[src/rtl/trap_pkg.sv]
package trap_pkg;

    typedef enum logic [3:0] {
        CAUSE_NONE    = 4'd0,
        CAUSE_IFETCH  = 4'd1,
        CAUSE_ILLEGAL = 4'd2,
        CAUSE_OVF     = 4'd3,
        CAUSE_DADDR   = 4'd4,
        CAUSE_IRQ     = 4'd8
    } cause_e;

    // exception flags carried with an instruction, earliest stage first
    typedef struct packed {
        logic ifetch;
        logic illegal;
        logic ovf;
        logic daddr;
    } exc_t;

    localparam int unsigned NUM_CARRY = 3;   // decode, execute, memory latches

    function automatic cause_e pick_cause(input exc_t f);
        if (f.ifetch)       return CAUSE_IFETCH;
        else if (f.illegal) return CAUSE_ILLEGAL;
        else if (f.ovf)     return CAUSE_OVF;
        else if (f.daddr)   return CAUSE_DADDR;
        else                return CAUSE_NONE;
    endfunction

endpackage

[src/rtl/trap_flag_pipe.sv]
module trap_flag_pipe
    import trap_pkg::*;
#(
    parameter int unsigned PC_W = 32
) (
    input  logic            clk,
    input  logic            rst,
    input  logic            fe_valid_i,
    input  logic [PC_W-1:0] fe_pc_i,
    input  logic            fe_fault_i,
    input  logic            id_illegal_i,
    input  logic            ex_ovf_i,
    input  logic            trap_i,
    output logic            m_valid_o,
    output logic [PC_W-1:0] m_pc_o,
    output exc_t            m_flags_o,
    output logic            wb_valid_o,
    output logic [PC_W-1:0] wb_pc_o
);
    localparam int unsigned LAST = NUM_CARRY - 1;

    logic            v_q  [NUM_CARRY];
    logic [PC_W-1:0] pc_q [NUM_CARRY];
    exc_t            fl_q [NUM_CARRY];
    logic            v_d  [NUM_CARRY];
    logic [PC_W-1:0] pc_d [NUM_CARRY];
    exc_t            fl_d [NUM_CARRY];

    always_comb begin
        for (int s = 0; s < NUM_CARRY; s++) begin
            if (s == 0) begin
                v_d[s]  = fe_valid_i;
                pc_d[s] = fe_pc_i;
                fl_d[s] = '0;
                fl_d[s].ifetch = fe_fault_i & fe_valid_i;
            end else begin
                v_d[s]  = v_q[s-1];
                pc_d[s] = pc_q[s-1];
                fl_d[s] = fl_q[s-1];
                if (s == 1) fl_d[s].illegal = fl_q[s-1].illegal | (id_illegal_i & v_q[s-1]);
                if (s == 2) fl_d[s].ovf     = fl_q[s-1].ovf     | (ex_ovf_i & v_q[s-1]);
            end
        end
    end

    always_ff @(posedge clk) begin
        for (int s = 0; s < NUM_CARRY; s++) begin
            if (rst || trap_i) begin
                v_q[s]  <= 1'b0;
                fl_q[s] <= '0;
                pc_q[s] <= '0;
            end else begin
                v_q[s]  <= v_d[s];
                fl_q[s] <= fl_d[s];
                pc_q[s] <= pc_d[s];
            end
        end
    end

    logic            w_v_q;
    logic [PC_W-1:0] w_pc_q;

    always_ff @(posedge clk) begin
        if (rst) begin
            w_v_q  <= 1'b0;
            w_pc_q <= '0;
        end else begin
            w_v_q  <= v_q[LAST] & ~trap_i;
            w_pc_q <= pc_q[LAST];
        end
    end

    assign m_valid_o  = v_q[LAST];
    assign m_pc_o     = pc_q[LAST];
    assign m_flags_o  = fl_q[LAST];
    assign wb_valid_o = w_v_q;
    assign wb_pc_o    = w_pc_q;


    no_late_wb_chk: assert property (@(posedge clk) disable iff (rst)
        trap_i |=> !wb_valid_o);


    kill_clears_chk: assert property (@(posedge clk) disable iff (rst)
        trap_i |=> (!v_q[0] && !v_q[1] && !v_q[2] && fl_q[2] == '0));


    retire_chk: assert property (@(posedge clk) disable iff (rst)
        (m_valid_o && !trap_i) |=> (wb_valid_o && wb_pc_o == $past(m_pc_o)));

endmodule

[src/rtl/trap_irq_hold.sv]
module trap_irq_hold (
    input  logic clk,
    input  logic rst,
    input  logic irq_i,
    input  logic m_valid_i,
    output logic irq_req_o
);
    logic pend_q;

    assign irq_req_o = pend_q | irq_i;

    always_ff @(posedge clk) begin
        if (rst) pend_q <= 1'b0;
        else     pend_q <= irq_req_o & ~m_valid_i;
    end


    irq_hold_chk: assert property (@(posedge clk) disable iff (rst)
        (irq_i && !m_valid_i) |=> irq_req_o);


    irq_once_chk: assert property (@(posedge clk) disable iff (rst)
        (m_valid_i && !irq_i) |=> !pend_q);

endmodule

[src/rtl/trap_arbiter.sv]
module trap_arbiter
    import trap_pkg::*;
(
    input  logic   clk,
    input  logic   rst,
    input  logic   m_valid_i,
    input  exc_t   m_flags_i,
    input  logic   mem_fault_i,
    input  logic   irq_req_i,
    output logic   trap_o,
    output cause_e cause_o
);
    exc_t all_fl;

    always_comb begin
        all_fl       = m_flags_i;
        all_fl.daddr = m_flags_i.daddr | mem_fault_i;
        trap_o       = m_valid_i & (irq_req_i | (|all_fl));
        cause_o      = irq_req_i ? CAUSE_IRQ : pick_cause(all_fl);
    end


    irq_wins_chk: assert property (@(posedge clk) disable iff (rst)
        (irq_req_i && m_valid_i) |-> (trap_o && cause_o == CAUSE_IRQ));


    commit_only_chk: assert property (@(posedge clk) disable iff (rst)
        trap_o |-> m_valid_i);


    early_stage_chk: assert property (@(posedge clk) disable iff (rst)
        (trap_o && !irq_req_i && m_flags_i.ifetch) |-> cause_o == CAUSE_IFETCH);

endmodule

[src/rtl/trap_csr.sv]
module trap_csr
    import trap_pkg::*;
#(
    parameter int unsigned PC_W = 32
) (
    input  logic            clk,
    input  logic            rst,
    input  logic            trap_i,
    input  cause_e          cause_i,
    input  logic [PC_W-1:0] pc_i,
    output logic [3:0]      cause_o,
    output logic [PC_W-1:0] epc_o
);
    logic [3:0]      cause_q;
    logic [PC_W-1:0] epc_q;

    always_ff @(posedge clk) begin
        if (rst) begin
            cause_q <= 4'd0;
            epc_q   <= '0;
        end else if (trap_i) begin
            cause_q <= cause_i;
            epc_q   <= pc_i;
        end
    end

    assign cause_o = cause_q;
    assign epc_o   = epc_q;


    record_chk: assert property (@(posedge clk) disable iff (rst)
        trap_i |=> (cause_o == $past(cause_i) && epc_o == $past(pc_i) && cause_o != 4'd0));

endmodule

[src/rtl/trap_commit_unit.sv]
module trap_commit_unit
    import trap_pkg::*;
#(
    parameter int unsigned     PC_W       = 32,
    parameter logic [PC_W-1:0] HANDLER_PC = 32'h0000_0180
) (
    input  logic            clk,
    input  logic            rst,
    input  logic            fe_valid_i,
    input  logic [PC_W-1:0] fe_pc_i,
    input  logic            fe_fault_i,
    input  logic            id_illegal_i,
    input  logic            ex_ovf_i,
    input  logic            mem_fault_i,
    input  logic            irq_i,
    output logic            kill_fe_o,
    output logic            kill_de_o,
    output logic            kill_ex_o,
    output logic            kill_mem_o,
    output logic            redirect_o,
    output logic [PC_W-1:0] redirect_pc_o,
    output logic [3:0]      cause_o,
    output logic [PC_W-1:0] epc_o,
    output logic            wb_valid_o,
    output logic [PC_W-1:0] wb_pc_o
);
    logic            trap;
    cause_e          cause_sel;
    logic            m_valid;
    logic [PC_W-1:0] m_pc;
    exc_t            m_flags;
    logic            irq_req;

    trap_flag_pipe #(.PC_W(PC_W)) u_pipe (
        .clk(clk), .rst(rst),
        .fe_valid_i(fe_valid_i), .fe_pc_i(fe_pc_i), .fe_fault_i(fe_fault_i),
        .id_illegal_i(id_illegal_i), .ex_ovf_i(ex_ovf_i), .trap_i(trap),
        .m_valid_o(m_valid), .m_pc_o(m_pc), .m_flags_o(m_flags),
        .wb_valid_o(wb_valid_o), .wb_pc_o(wb_pc_o)
    );

    trap_irq_hold u_irq (
        .clk(clk), .rst(rst), .irq_i(irq_i), .m_valid_i(m_valid),
        .irq_req_o(irq_req)
    );

    trap_arbiter u_arb (
        .clk(clk), .rst(rst), .m_valid_i(m_valid), .m_flags_i(m_flags),
        .mem_fault_i(mem_fault_i), .irq_req_i(irq_req),
        .trap_o(trap), .cause_o(cause_sel)
    );

    trap_csr #(.PC_W(PC_W)) u_csr (
        .clk(clk), .rst(rst), .trap_i(trap), .cause_i(cause_sel), .pc_i(m_pc),
        .cause_o(cause_o), .epc_o(epc_o)
    );

    assign kill_fe_o     = trap;
    assign kill_de_o     = trap;
    assign kill_ex_o     = trap;
    assign kill_mem_o    = trap;
    assign redirect_o    = trap;
    assign redirect_pc_o = HANDLER_PC;


    kill_all_chk: assert property (@(posedge clk) disable iff (rst)
        redirect_o |-> (kill_fe_o && kill_de_o && kill_ex_o && kill_mem_o
                        && redirect_pc_o == HANDLER_PC));

endmodule

[config.mk]
export PLATFORM = sky130hd
export DESIGN_NAME = trap_commit_unit
export DESIGN_NICKNAME = d
export VERILOG_FILES = /design/src/rtl/trap_pkg.sv /design/src/rtl/trap_flag_pipe.sv /design/src/rtl/trap_irq_hold.sv /design/src/rtl/trap_arbiter.sv /design/src/rtl/trap_csr.sv /design/src/rtl/trap_commit_unit.sv
export SDC_FILE = /design/constraint.sdc
export NUM_CORES = 1
export LEC_CHECK = 0
export BUFFER_PORTS_ARGS = -buffer_cell sky130_fd_sc_hd__clkbuf_2
export CORE_ASPECT_RATIO = 0.5
export CORE_UTILIZATION = 44
export CTS_BUF_LIST = sky130_fd_sc_hd__clkbuf_8
export DETAILED_ROUTE_END_ITERATION = 10
export HOLD_SLACK_MARGIN = 0.1
export PLACE_DENSITY = 0.75
export SETUP_SLACK_MARGIN = 0.4
export SLEW_MARGIN = 30
export SYNTH_ARGS = -nofsm -noshare
export SYNTH_HDL_FRONTEND = slang
export SYNTH_SLANG_ARGS = --single-unit
[constraint.sdc]
create_clock -name clk -period 2.4 [get_ports clk]
set_clock_uncertainty 0.2 [all_clocks]
set_input_delay 0.48 -clock clk [delete_from_list [all_inputs] [get_ports clk]]
set_output_delay 0.48 -clock clk [all_outputs]
set_load 0.01 [all_outputs]
### Word-level counts from Yosys, hierarchy flattened

Memories as Yosys holds them, arrays and structs flattened.
Index checks and enable logic that the tools add are counted.

| cells by class | value |
|---|---|
| muxes and demuxes | 17 |
| bitwise logic cells | 22 |
| reductions and logical operators | 2 |

Operators by type and width:

| cell | count |
|---|---|
| $mux 32 | 3 |
| $mux 4 | 7 |
| $or 1x1->1 | 14 |
| $and 1x1->1 | 6 |
| $mux 1 | 6 |
| $reduce_or 4->1 | 1 |
| $mux 3 | 1 |
| $not 1->1 | 2 |
| $logic_or 1x1->1 | 1 |

| storage, ports and cells | value |
|---|---|
| flip-flop bits (word level) | 70 |
| bits in writable memories | 111 |
| word-level logic and storage cells | 49 |
| memories kept | 3 |

Memory list:

| name | words | width | rd ports | clocked after memory_dff | wr ports | line | RTL |
|---|---|---|---|---|---|---|---|
| u_pipe.pc_q | 3 | 32 | 3 | 0 | 3 | trap_flag_pipe.sv:23 | `logic [PC_W-1:0] pc_q [NUM_CARRY];` |
| u_pipe.fl_q | 3 | 4 | 3 | 0 | 3 | trap_flag_pipe.sv:24 | `exc_t fl_q [NUM_CARRY];` |
| u_pipe.v_q | 3 | 1 | 3 | 0 | 3 | trap_flag_pipe.sv:22 | `logic v_q [NUM_CARRY];` |

### Logic depth before layout (Yosys ltp)

Gate-level depths: netlist of run 1.
An unclocked memory read counts as a cell.

| depth | value |
|---|---|
| word-level depth | 9 |
| gate-level depth with buffers | 6 |
| mapped depth without buffers | 3 |

### Modules after synthesis

Synthesis of run 1 repeated with hierarchy kept, for this count alone.

| second synthesis, totals | value |
|---|---|
| cells, all modules | 472 |
| area, all modules | 5835.6 um^2 |

By module, submodules not included:

| module | times used | cells an instance | area each (um^2) | sequential area each (um^2) |
|---|---|---|---|---|
| trap_flag_pipe | 1 | 305 | 4159.0 | 2762.6 |
| trap_csr | 1 | 116 | 1306.3 | 720.7 |
| trap_commit_unit | 1 | 38 | 277.8 | 0.0 |
| trap_arbiter | 1 | 10 | 58.8 | 0.0 |
| trap_irq_hold | 1 | 3 | 33.8 | 20.0 |

### Least setup slack after synthesis of run 1

No wires, ideal clock.

| timing | value |
|---|---|
| kind | input to output |
| start | input irq_i |
| end | output kill_ex_o |
| arrival time | 1.624 ns |
| data required time | 1.720 ns |
| slack | 0.096 ns |
| cell stages on the path | 6 |
| buffers on the path | 3 |
| cell sequence | or2_2 > clkbuf_1 > o21ai_4 > buf_6 > inv_1 > buf_4 |

| on the way | value |
|---|---|
| word-level cells in the longest chain between the ends | 3 |

RTL lines:

| element | line | RTL |
|---|---|---|
| start: declaration | trap_commit_unit.sv:15 | `input logic irq_i,` |
| $or 1x1->1 | trap_irq_hold.sv:10 | `assign irq_req_o = pend_q \| irq_i;` |
| $or 1x1->1 | trap_arbiter.sv:18 | `trap_o = m_valid_i & (irq_req_i \| (\|all_fl));` |
| $and 1x1->1 | trap_arbiter.sv:18 |  |
| end: declaration | trap_commit_unit.sv:18 | `output logic kill_ex_o,` |

No other way between the ends.

==> results.md, run 1 <==
- Seq pwr share: between 50% and 60%
- P_sw: roughly 0.0013 W
- Vias: roughly 3500
- Cells after Synth: around 460
- CP Launch Point: u_pipe.fl_q[2][1]
- GP Congestion: ~0.74
- Initial antenna violation count: 1
- Post-DP Area: around 6100 µm²
- DIE WIDTH: around 160 µm
- Initial Utilization: a little under half
- Seq/Total Area, Yosys: 63.3%
- Lkg Pwr: 3.49 nW
- Die area: ~13000 µm²
- Cell area after layout: between 7000 and 8000 µm²
- Syn Area/Cell: about 12 µm²
- Final Hold Fails: 0
- Max Cap Viol: 0
- Slowest stage delay, CP: between 500 and 600 ps
- Largest net degree at the start of global routing: 56
- Layout cells sized above 1: 33.9%
- WL final: ~12000 µm
- Placed cells: 720
- Register area: about 3500 µm²
- Layout area overhead: 36.0%
- FILL cells: 921
- Core area: 12000 µm²
- Final setup violation count: 5
- Period minus WS final: around 2400 ps
- CP max FO: 5
- Vias in the first global route: between 3000 and 4000
- DP HPWL: 5570 µm
- Internal: 0.00435 W
- Max frequency: between 400 and 500 MHz
- All-Layer GR Usage: 14.0%
- Reg2reg setup slack: 190 ps
- RSZ-0062 raised after global routing: yes
- Clock share of power: between 30% and 40%
- CTS sink cnt: 175
- Ports: approximately 150
- Vias per cell: around 4.3
- CTS tree: built
- Worst min path class: primary input to flop
- Vert. Die Dim: just over 80 µm
- CP max stage cell: or4_4
- Synth cell types: 25
- Worst setup margin: -23.5 ps
- Reg2reg start: u_pipe.fl_q[2][1]
- Cell Pwr Density: ~750 nW/µm²
- Max Slew Vio Count: 0
- Most common cell after layout, fill and taps aside: dfxtp_1
- Clock root buffer master: clkbuf_8
- Cts bufs inserted: 17
- Startpoint types: flop
- Yosys warns: 0
- Comb pwr share: ~8.5%
- Maximum clock path buffer count: 2
- ANT nets after route: 0
- Number of synthesized register bits: approximately 180
- Synthesized cell area: roughly 5500 µm²
- Most frequent cells in the layout: 173 x dfxtp_1, 113 x clkbuf_2, 101 x and2_1
- First-pass DRT Iterations: 5
- Worst endpoint required time: 1720 ps
- Number of cell rows: 28
- Sw Ratio: between 20 and 25%
- Final cell count without fillers: roughly 820
- Htree depth: 4
- RR Endpoint: u_csr.epc_o[4]
- WS Path Type: flop to primary output
- WP data arrival: between 1500 and 2000 ps
- DRT iter0 DRCs: approximately 130
- Gr ovfl total: 0
- First-pass GRT wire length: roughly 14000 µm
- DRC viols: 0
- Failing checks: negative setup slack
- Clock transition at path regs: around 90 ps
- Reg2reg path depth: 7
- Setup crit end: kill_de_o
- Multi-input gate area in the final layout: approximately 1800 µm²
- PortBufs: around 110
- Nets@finish: 678
- Avg WL per Cell: approximately 14 µm
- Worst VDD drop: roughly 0.4 mV
- Crit share post-route: 101%
- Endpoint class of the critical path: primary output
- Clock latency on the worst-skew pair: between 400 and 500 ps
- Status: finished, violations left
- CP cell instances: or4_4, o21ai_4, buf_12, inv_6, clkbuf_2
## cell families after synthesis
| logic type | after synthesis | share of synthesized area (%) |
|---|---|---|
| AO/OA/AOI/OAI | 11 | 1.61 |
| buffers and inverters | 61 | 7.80 |
| flip-flops | 175 | 63.3 |
| multiplexers | 32 | 6.51 |
| other | 2 | 0.136 |
| AND/OR/NAND/NOR | 183 | 20.6 |
## layer usage
metal / up-vias / wire [µm] / track usage [%]
met5: - / 0 / 0
met4: 0 / 211 / 8.29
met3: 20 / 456 / 3.63
met2: 113 / 5480 / 24.5
met1: 1639 / 5480 / 15.9
li1: 1744 / - / -
## how the worst min path moves through the flow
stage                  startpoint                 end  slack, ps  cells past startpoint
2_1_floorplan   u_pipe.pc_q[0][0]   u_pipe.pc_q[1][0]        210                      1
3_3_place_gp    u_pipe.fl_q[0][3]   u_pipe.fl_q[1][3]        210                      1
3_5_place_dp   u_pipe.pc_q[1][21]  u_pipe.pc_q[2][21]        210                      1
4_1_cts                     irq_i        u_irq.pend_q        130                      3
5_1_grt                     irq_i        u_irq.pend_q        150                      3
6_report                    irq_i        u_irq.pend_q        160                      3
## worst max-delay path, delay by kind of cell, from the launching register on
family	cells	cell delay [ps]
and+or+nand+nor	1	530
buffers and inverters	3	280
DFF	1	330
AOI/OAI and AO/OA	1	160
## through the flow
| step | power [W] | hold slack [ps] | worst slack, ps | setup TNS [ps] | util, % |
|---|---|---|---|---|---|
| after global placement | 0.00337 | 207 | 151 | 0 | 51.0 |
| after global routing | 0.00588 | 149 | -94.1 | -453 | 62.6 |
| final | 0.00567 | 155 | -23.5 | -93.5 | 62.6 |
| after floorplan | 0.00332 | 206 | 169 | 0 | - |
| after detailed placement | 0.00337 | 211 | 138 | 0 | 51.0 |
| after CTS | 0.00554 | 127 | -44.4 | -199 | 57.7 |
## layout make-up
| type | instances | area share [%] |
|---|---|---|
| Antenna cell | 1 | 0.0333 |
| Clock buffer | 18 | 3.29 |
| Clock inverter | 14 | 2.35 |
| Inverter | 2 | 0.166 |
| Multi-Input combinational cell | 258 | 23.9 |
| Sequential cell | 175 | 46.6 |
| Tap cell | 165 | 2.74 |
| Timing Repair Buffer | 184 | 20.9 |
## synthesized netlist by cell type
library cell    n  share of area, %
dfxtp_1       175                63
and2_1        102                12
nor2b_1        65               7.4
buf_4          36               4.9
mux2_2         32               6.5
clkbuf_1       14              0.95
buf_6           9               1.8
a21oi_1         3              0.27
and3_1          3              0.34
nor4_1          3              0.34
o21ai_0         3              0.27
conb_1          2              0.14
inv_1           2              0.14
nand2_1         2              0.14
nor2_1          2              0.14
or2_2           2              0.23
a211oi_1        1              0.14
a31oi_1         1              0.11
nand3_1         1             0.090
o211ai_1        1              0.14
o21ai_4         1              0.29
o31ai_4         1              0.38
or3_1           1              0.11
or4_1           1              0.14
or4_4           1              0.20
## power by group through the flow
| stage | clock, W | combinational (W) | sequential (W) |
|---|---|---|---|
| 6_report | 0.00215 | 0.000483 | 0.00303 |
| 5_1_grt | 0.00232 | 0.000517 | 0.00305 |
| 4_1_cts | 0.00218 | 0.000322 | 0.00303 |
| 3_5_place_dp | 0 | 0.000271 | 0.00310 |
| 3_3_place_gp | 0 | 0.000267 | 0.00310 |
| 2_1_floorplan | 0 | 0.000222 | 0.00310 |
## sequential cells by signal, indices dropped and copies added, names as in the netlist
register           count
u_pipe.pc_q           96
u_csr.epc_o           32
u_pipe.wb_pc_o        32
u_pipe.fl_q            6
u_csr.cause_o          4
u_pipe.v_q             3
u_irq.pend_q           1
u_pipe.wb_valid_o      1
## repair_timing
| item | 4_1_cts | 5_1_grt |
|---|---|---|
| setup endpoints to repair | 32 | 135 |
| hold endpoints to repair | 36 | 0 |
| pin swaps | 2 | 1 |
| buffers inserted | 3 | 7 |
| hold buffers | 36 | 0 |
| gates cloned | 0 | 18 |
| resized for setup | 2 | 38 |
No activity file was read; power rests on OpenSTA's default activity.
==> run 2: changes to the inputs <==
--- a/config.mk
+++ b/config.mk
@@ -5,13 +5,14 @@
 export SDC_FILE = /design/constraint.sdc
 export NUM_CORES = 1
 export LEC_CHECK = 0
+export ABC_AREA = 1
 export BUFFER_PORTS_ARGS = -buffer_cell sky130_fd_sc_hd__clkbuf_2
 export CORE_ASPECT_RATIO = 0.5
 export CORE_UTILIZATION = 44
 export CTS_BUF_LIST = sky130_fd_sc_hd__clkbuf_8
 export DETAILED_ROUTE_END_ITERATION = 10
 export HOLD_SLACK_MARGIN = 0.1
-export PLACE_DENSITY = 0.75
+export PLACE_DENSITY = 0.74
 export SETUP_SLACK_MARGIN = 0.4
 export SLEW_MARGIN = 30
 export SYNTH_ARGS = -nofsm -noshare
==> results.md, run 2 <==
- Layout cells sized above 1: between 20% and 30%
- Measured slew at the worst slew-check pin: 670 ps
- Worst VDD drop: between 0.3 and 0.4 mV
- Initial Utilization: 46.7%
- Tot Pwr: around 0.0053 W
- Htree depth: 4
- Worst relative slew slack: a little under three fifths
- PortBufs: approximately 110
- Initial antenna violation count: 0
- Ports: 146
- WL final: roughly 9900 µm
- WS Path Type: flop to primary output
- # diodes: 0
- Hold WS: ~150 ps
- Cell area after layout: approximately 7000 µm²
- Startpoint types: flop
- Avg WL per Cell: between 10 and 15 µm
- All-Layer GR Usage: roughly 15%
- Clock latency on the worst-skew pair: 430 ps
- Top FF cell, synth: dfxtp_1
- FILL cells: ~1100
- Most frequent cells in the layout: 172 x dfxtp_1, 138 x inv_1, 108 x clkbuf_2
- Gr ovfl total: 0
- Simple-gate portion of the synthesized area: 18.6%
- Max frequency: between 500 and 600 MHz
- Final Hold Fails: 0
- Synth cell types: 20
- Period minus WS final: around 2000 ps
- Worst min path class: primary input to flop
- Slowest stage delay, CP: approximately 360 ps
- Number of synthesized flops with an enable pin: 0
- Top area cells in the synthesized netlist: dfxtp_1 62%, inv_1 9.1%, nor2_1 6.1%
- Final setup violation count: 0
- First-pass GRT wire length: 15800 µm
- Vias per cell: just over 4
- Number of synthesized register bits: ~180
- Seq/Total Area, Yosys: between 60% and 70%
- Maximum clock path buffer count: 2
- Yosys top cell by area: dfxtp_1
- Status: completed
- Synthesized cell area: ~5700 µm²
- Post-synthesis mux area share: 0%
- CTS tree: built
- DRC viols: 0
- WP data arrival: roughly 1300 ps
- Number of cell rows: 28
- ANT nets after route: 0
- Max Cap Viol: 0
- Crit path max-delay family: flip-flops
- Cts bufs inserted: 17
- Largest register FFs: 96
- GP Congestion: around 0.75
- Largest net degree at the start of global routing: 67
- Setup TNS: 0 ps
- Dominant cell by count in the synthesized netlist: dfxtp_1
- Die area: 13400 µm²
- Async SR Flop Fraction: 0%
- Largest family of logic cells by synthesized area: simple AND/OR/NAND/NOR gates
- Most common cell after layout, fill and taps aside: dfxtp_1
- Post-DP Area: 6240 µm²
- Layout area overhead: 24.4%
- CP max stage cell: dfxtp_4
- Share of synthesized cell area in full adder, half adder and majority cells: 0%
- Crit share post-route: between 80% and 90%
- First-pass DRT Iterations: 6
- Syn Area/Cell: roughly 8.9 µm²
- Core area: roughly 12000 µm²
- CP max FO: 6
- Nets@finish: 827
- Vias: slightly below 4000
- Vias in the first global route: 3541
- Compound-Gate Fraction of Synth Area: ~3%
- CP cell instances: nor2_4, nand3_2, nand2_4, inv_6, buf_6
- Post-synth top area share: 61.6%
- DIE WIDTH: roughly 160 µm
- Synth Area in XOR/XNOR: 0%
- Max Slew Vio Count: 0
- Lkg Pwr: 3.18 nW
- Worst endpoint required time: between 1500 and 2000 ps
- Post-layout utilization of the core: 58.1%
- CP bufs+invs: 2
- Clock transition at path regs: 90 ps
- RSZ-0062 raised after global routing: yes
- CTS sink cnt: ~180
- DRT iter0 DRCs: about 180
- Cells after Synth: ~640
- Register bank with the most flops: u_pipe.pc_q
- Commonest cells post-synth: 175 x dfxtp_1, 138 x inv_1, 92 x nor2_1
- Yosys warns: 0
- Clock root buffer master: clkbuf_8
- DP HPWL: approximately 6000 µm
- Vert. Die Dim: 82.4 µm
- Cell Pwr Density: approximately 750 nW/µm²
- Endpoint class of the critical path: primary output
## run 2: power breakdown
part / internal, W / switching (W)
registers: 0.00299 / 0.0000281
clock network: 0.000903 / 0.00106
logic: 0.000138 / 0.000194
## run 2: final timing paths
check / slack (ps) / cells after the start / end / startpoint
worst max register to register: 590 / 7 / u_pipe.pc_q[0][15] / u_pipe.fl_q[2][2]
worst min register to register: 210 / 2 / u_pipe.fl_q[2][3] / u_pipe.fl_q[1][3]
worst min-delay path: 150 / 3 / u_csr.cause_o[2] / mem_fault_i
worst max-delay path: 440 / 5 / kill_ex_o / u_pipe.fl_q[2][2]
## run 2: area by class of cell
type                       instances  area (µm²)  area share [%]
inverter                         139         527            7.44
timing repair buffer             160        1080            15.3
sequential                       175        3510            49.6
clock inverter                    13         131            1.86
clock buffer                      19         262            3.69
multi-input combinational        294        1360            19.3
tap                              165         206            2.92
## run 2: timing repair
action / CTS / global route
endpoints found under the setup margin: 5 / 5
endpoints found under the hold margin: 37 / 0
hold buffers: 37 / 0
pin swaps: 5 / 4
gates resized for setup: 3 / 17
setup buffers: 2 / 1
## run 2: cells by family (layout without fill, tap and decap cells)
kind of cell,Yosys count,count (layout)
other,2,32
flip-flops,175,175
buffers and inverters,203,331
AO/OA/AOI/OAI,35,35
AND/OR/NAND/NOR,227,227
## run 2: worst reg2reg max path, cell delays in order (launching register included)
cell     delay (ps)
dfxtp_4         360
nor2_4          100
nand3_2         120
nand2_4         110
buf_4           210
nand2_4         250
buf_12          270
nor2_1          120
## run 2: per-stage QoR
| step | cells | setup slack, ps |
|---|---|---|
| after global placement | 893 | 436 |
| final | 965 | 443 |
| after floorplan | 672 | 558 |
| after CTS | 964 | 417 |
| after global routing | 965 | 384 |
| after detailed placement | 893 | 401 |
## run 2: layer usage
metal  GRT usage (%)  up-vias  part of all wire, %  wire (µm)
li1                -     2079                    -          -
met1            17.0     1759                   44       4390
met2            27.5       98                   50       4920
met3            4.05       15                  4.0        393
met4            7.38        0                  1.6        157
met5               0        -                    0          0
==> run 3: changes to the inputs <==
--- a/config.mk
+++ b/config.mk
@@ -12,7 +12,7 @@
 export CTS_BUF_LIST = sky130_fd_sc_hd__clkbuf_8
 export DETAILED_ROUTE_END_ITERATION = 10
 export HOLD_SLACK_MARGIN = 0.1
-export PLACE_DENSITY = 0.74
+export PLACE_DENSITY = 0.77
 export SETUP_SLACK_MARGIN = 0.4
 export SLEW_MARGIN = 30
 export SYNTH_ARGS = -nofsm -noshare
==> constraint.sdc (replaced) <==
create_clock -name clk -period 1.57 [get_ports clk]
set_clock_uncertainty 0.2 [all_clocks]
set_input_delay 0.314 -clock clk [delete_from_list [all_inputs] [get_ports clk]]
set_output_delay 0.314 -clock clk [all_outputs]
set_load 0.01 [all_outputs]
==> results.md, run 3 (synthesis gave the netlist of run 2 again) <==
- Initial antenna violation count: 0
- RR Endpoint: u_csr.epc_o[12]
- Cts bufs inserted: 17
- GP Congestion: 0.743
- Die area: about 13000 µm²
- Vias per cell: 4.55
- All-Layer GR Usage: 19.4%
- Reg2reg path depth: 9
- Failing checks: negative setup slack
- Worst VDD drop: around 0.57 mV
- Period minus WS final: around 1800 ps
- Placed cells: 897
- Cell Pwr Density: 974 nW/µm²
- CTS Hold Bufs: 37
- Status: finished, violations left
- DRC viols: 0
- Layout cells sized above 1: between 40% and 50%
- DIE WIDTH: between 150 and 200 µm
- Startpoint types: flop
- Register bank with the most flops: u_pipe.pc_q
- Ports: 146
- DRT iter0 DRCs: about 360
- Final Hold Fails: 0
- Clock root buffer master: clkbuf_8
- Final setup violation count: around 150
- Core area: approximately 12000 µm²
- # diodes: 0
- Gr ovfl total: 0
- Avg WL per Cell: 15.0 µm
- Hold WS: ~110 ps
- GRT Max-Usage Layer: met2
- Reg2reg setup slack: -250 ps
- Vias in the first global route: between 4000 and 5000
- Hold path startpoint: rst
- WS Path Type: flop to flop
- Setup TNS: -23890 ps
- Worst min path class: primary input to flop
- Largest register FFs: between 90 and 100
- CP max FO: 6
- Maximum clock path buffer count: 2
- Max frequency: approximately 550 MHz
- Htree depth: 4
- Initial Utilization: between 40% and 50%
- FILL cells: roughly 780
- Hold path depth: 4
- Met2 GRT Util: between 30% and 40%
- Met3 GRT Util: roughly 4.5%
- Endpoint class of the critical path: flop
- Max Cap Viol: 0
- Grt met1 use: between 20% and 30%
- Worst setup margin: -254 ps
- Layout area overhead: 51.9%
- Vias: about 4700
- Post-layout utilization of the core: between 70% and 80%
- RSZ-0062 raised after global routing: yes
- Lkg Pwr: about 3.8 nW
- Number of cell rows: 28
- Vert. Die Dim: just over 80 µm
- Max Slew Vio Count: 0
- CTS sink cnt: 175
- Clock latency on the worst-skew pair: 450 ps
- Final cell count without fillers: 1022
- WP data arrival: ~2000 ps
- WL final: 15300 µm
- First-pass GRT wire length: approximately 20000 µm
- CTS tree: built
- ANT nets after route: 0
- Crit share post-route: 116%
- Worst endpoint required time: around 1700 ps
- Reg2reg start: u_pipe.fl_q[2][1]
- Largest net degree at the start of global routing: 67
- Nets@finish: approximately 880
- DP HPWL: between 6000 and 7000 µm
- Most frequent cells in the layout: 139 x inv_1, 123 x dfxtp_1, 77 x nor2_2
- Most common cell after layout, fill and taps aside: inv_1
- Clock transition at path regs: ~90 ps
- PortBufs: 113
- Min-Delay Endpoint: u_csr.cause_o[1]
- First-pass DRT Iterations: 5
run 3: critical path: stages (launching register included):
cell,delay [ps]
dfxtp_4,360
nor2_4,130
nand3_4,120
nand2_8,100
buf_4,130
buf_12,120
buf_4,140
buf_12,120
nand2_1,120
a21oi_2,210
run 3: what timing repair did:
| item | in CTS | in global routing |
|---|---|---|
| setup endpoints to repair | 217 | 217 |
| gates resized for setup | 105 | 175 |
| buffers inserted | 21 | 19 |
| gates cloned | 15 | 1 |
| pin swaps | 7 | 5 |
| endpoints found under the hold margin | 41 | 2 |
run 3: routing by layer:
layer  part of all wire (%)  wire (µm)
met1                     40       6130
met2                     49       7560
met3                    6.4        980
met4                    4.1        632
met5                      0          0
run 3: cell type report:
cell class	count	area (µm²)	share of cell area [%]
Clock buffer	18	248	2.87
Clock inverter	14	116	1.35
Tap cell	165	206	2.39
Sequential cell	175	3570	41.3
Inverter	139	529	6.12
Multi-Input combinational cell	294	1620	18.8
Timing Repair Buffer	217	2350	27.2
run 3: per-stage QoR:
stage	total power (W)	area, µm²	worst slack, ps
floorplan	0.00509	5880	173
global placement	0.00515	6310	66.1
detailed placement	0.00516	6310	-10.8
CTS	0.00830	7960	-210
global route	0.00871	8640	-307
finish	0.00842	8640	-254
run 3: worst max path at each step:
stage,startpoint,endpoint,slack [ps],cells after the start
floorplan,u_irq.pend_q,kill_ex_o,170,5
global placement,mem_fault_i,u_csr.epc_o[14],70,7
detailed placement,mem_fault_i,u_csr.epc_o[14],-10,7
CTS,u_pipe.fl_q[2][3],kill_ex_o,-210,5
global route,u_irq.pend_q,kill_de_o,-310,5
finish,u_pipe.fl_q[2][1],u_csr.epc_o[12],-250,9
run 3: power by group:
group	internal, W	switching, W	leakage [nW]
logic	0.000457	0.000432	2.19
registers	0.00457	0.0000528	1.45
clock network	0.00130	0.00162	0.192
total	0.00632	0.00210	3.84
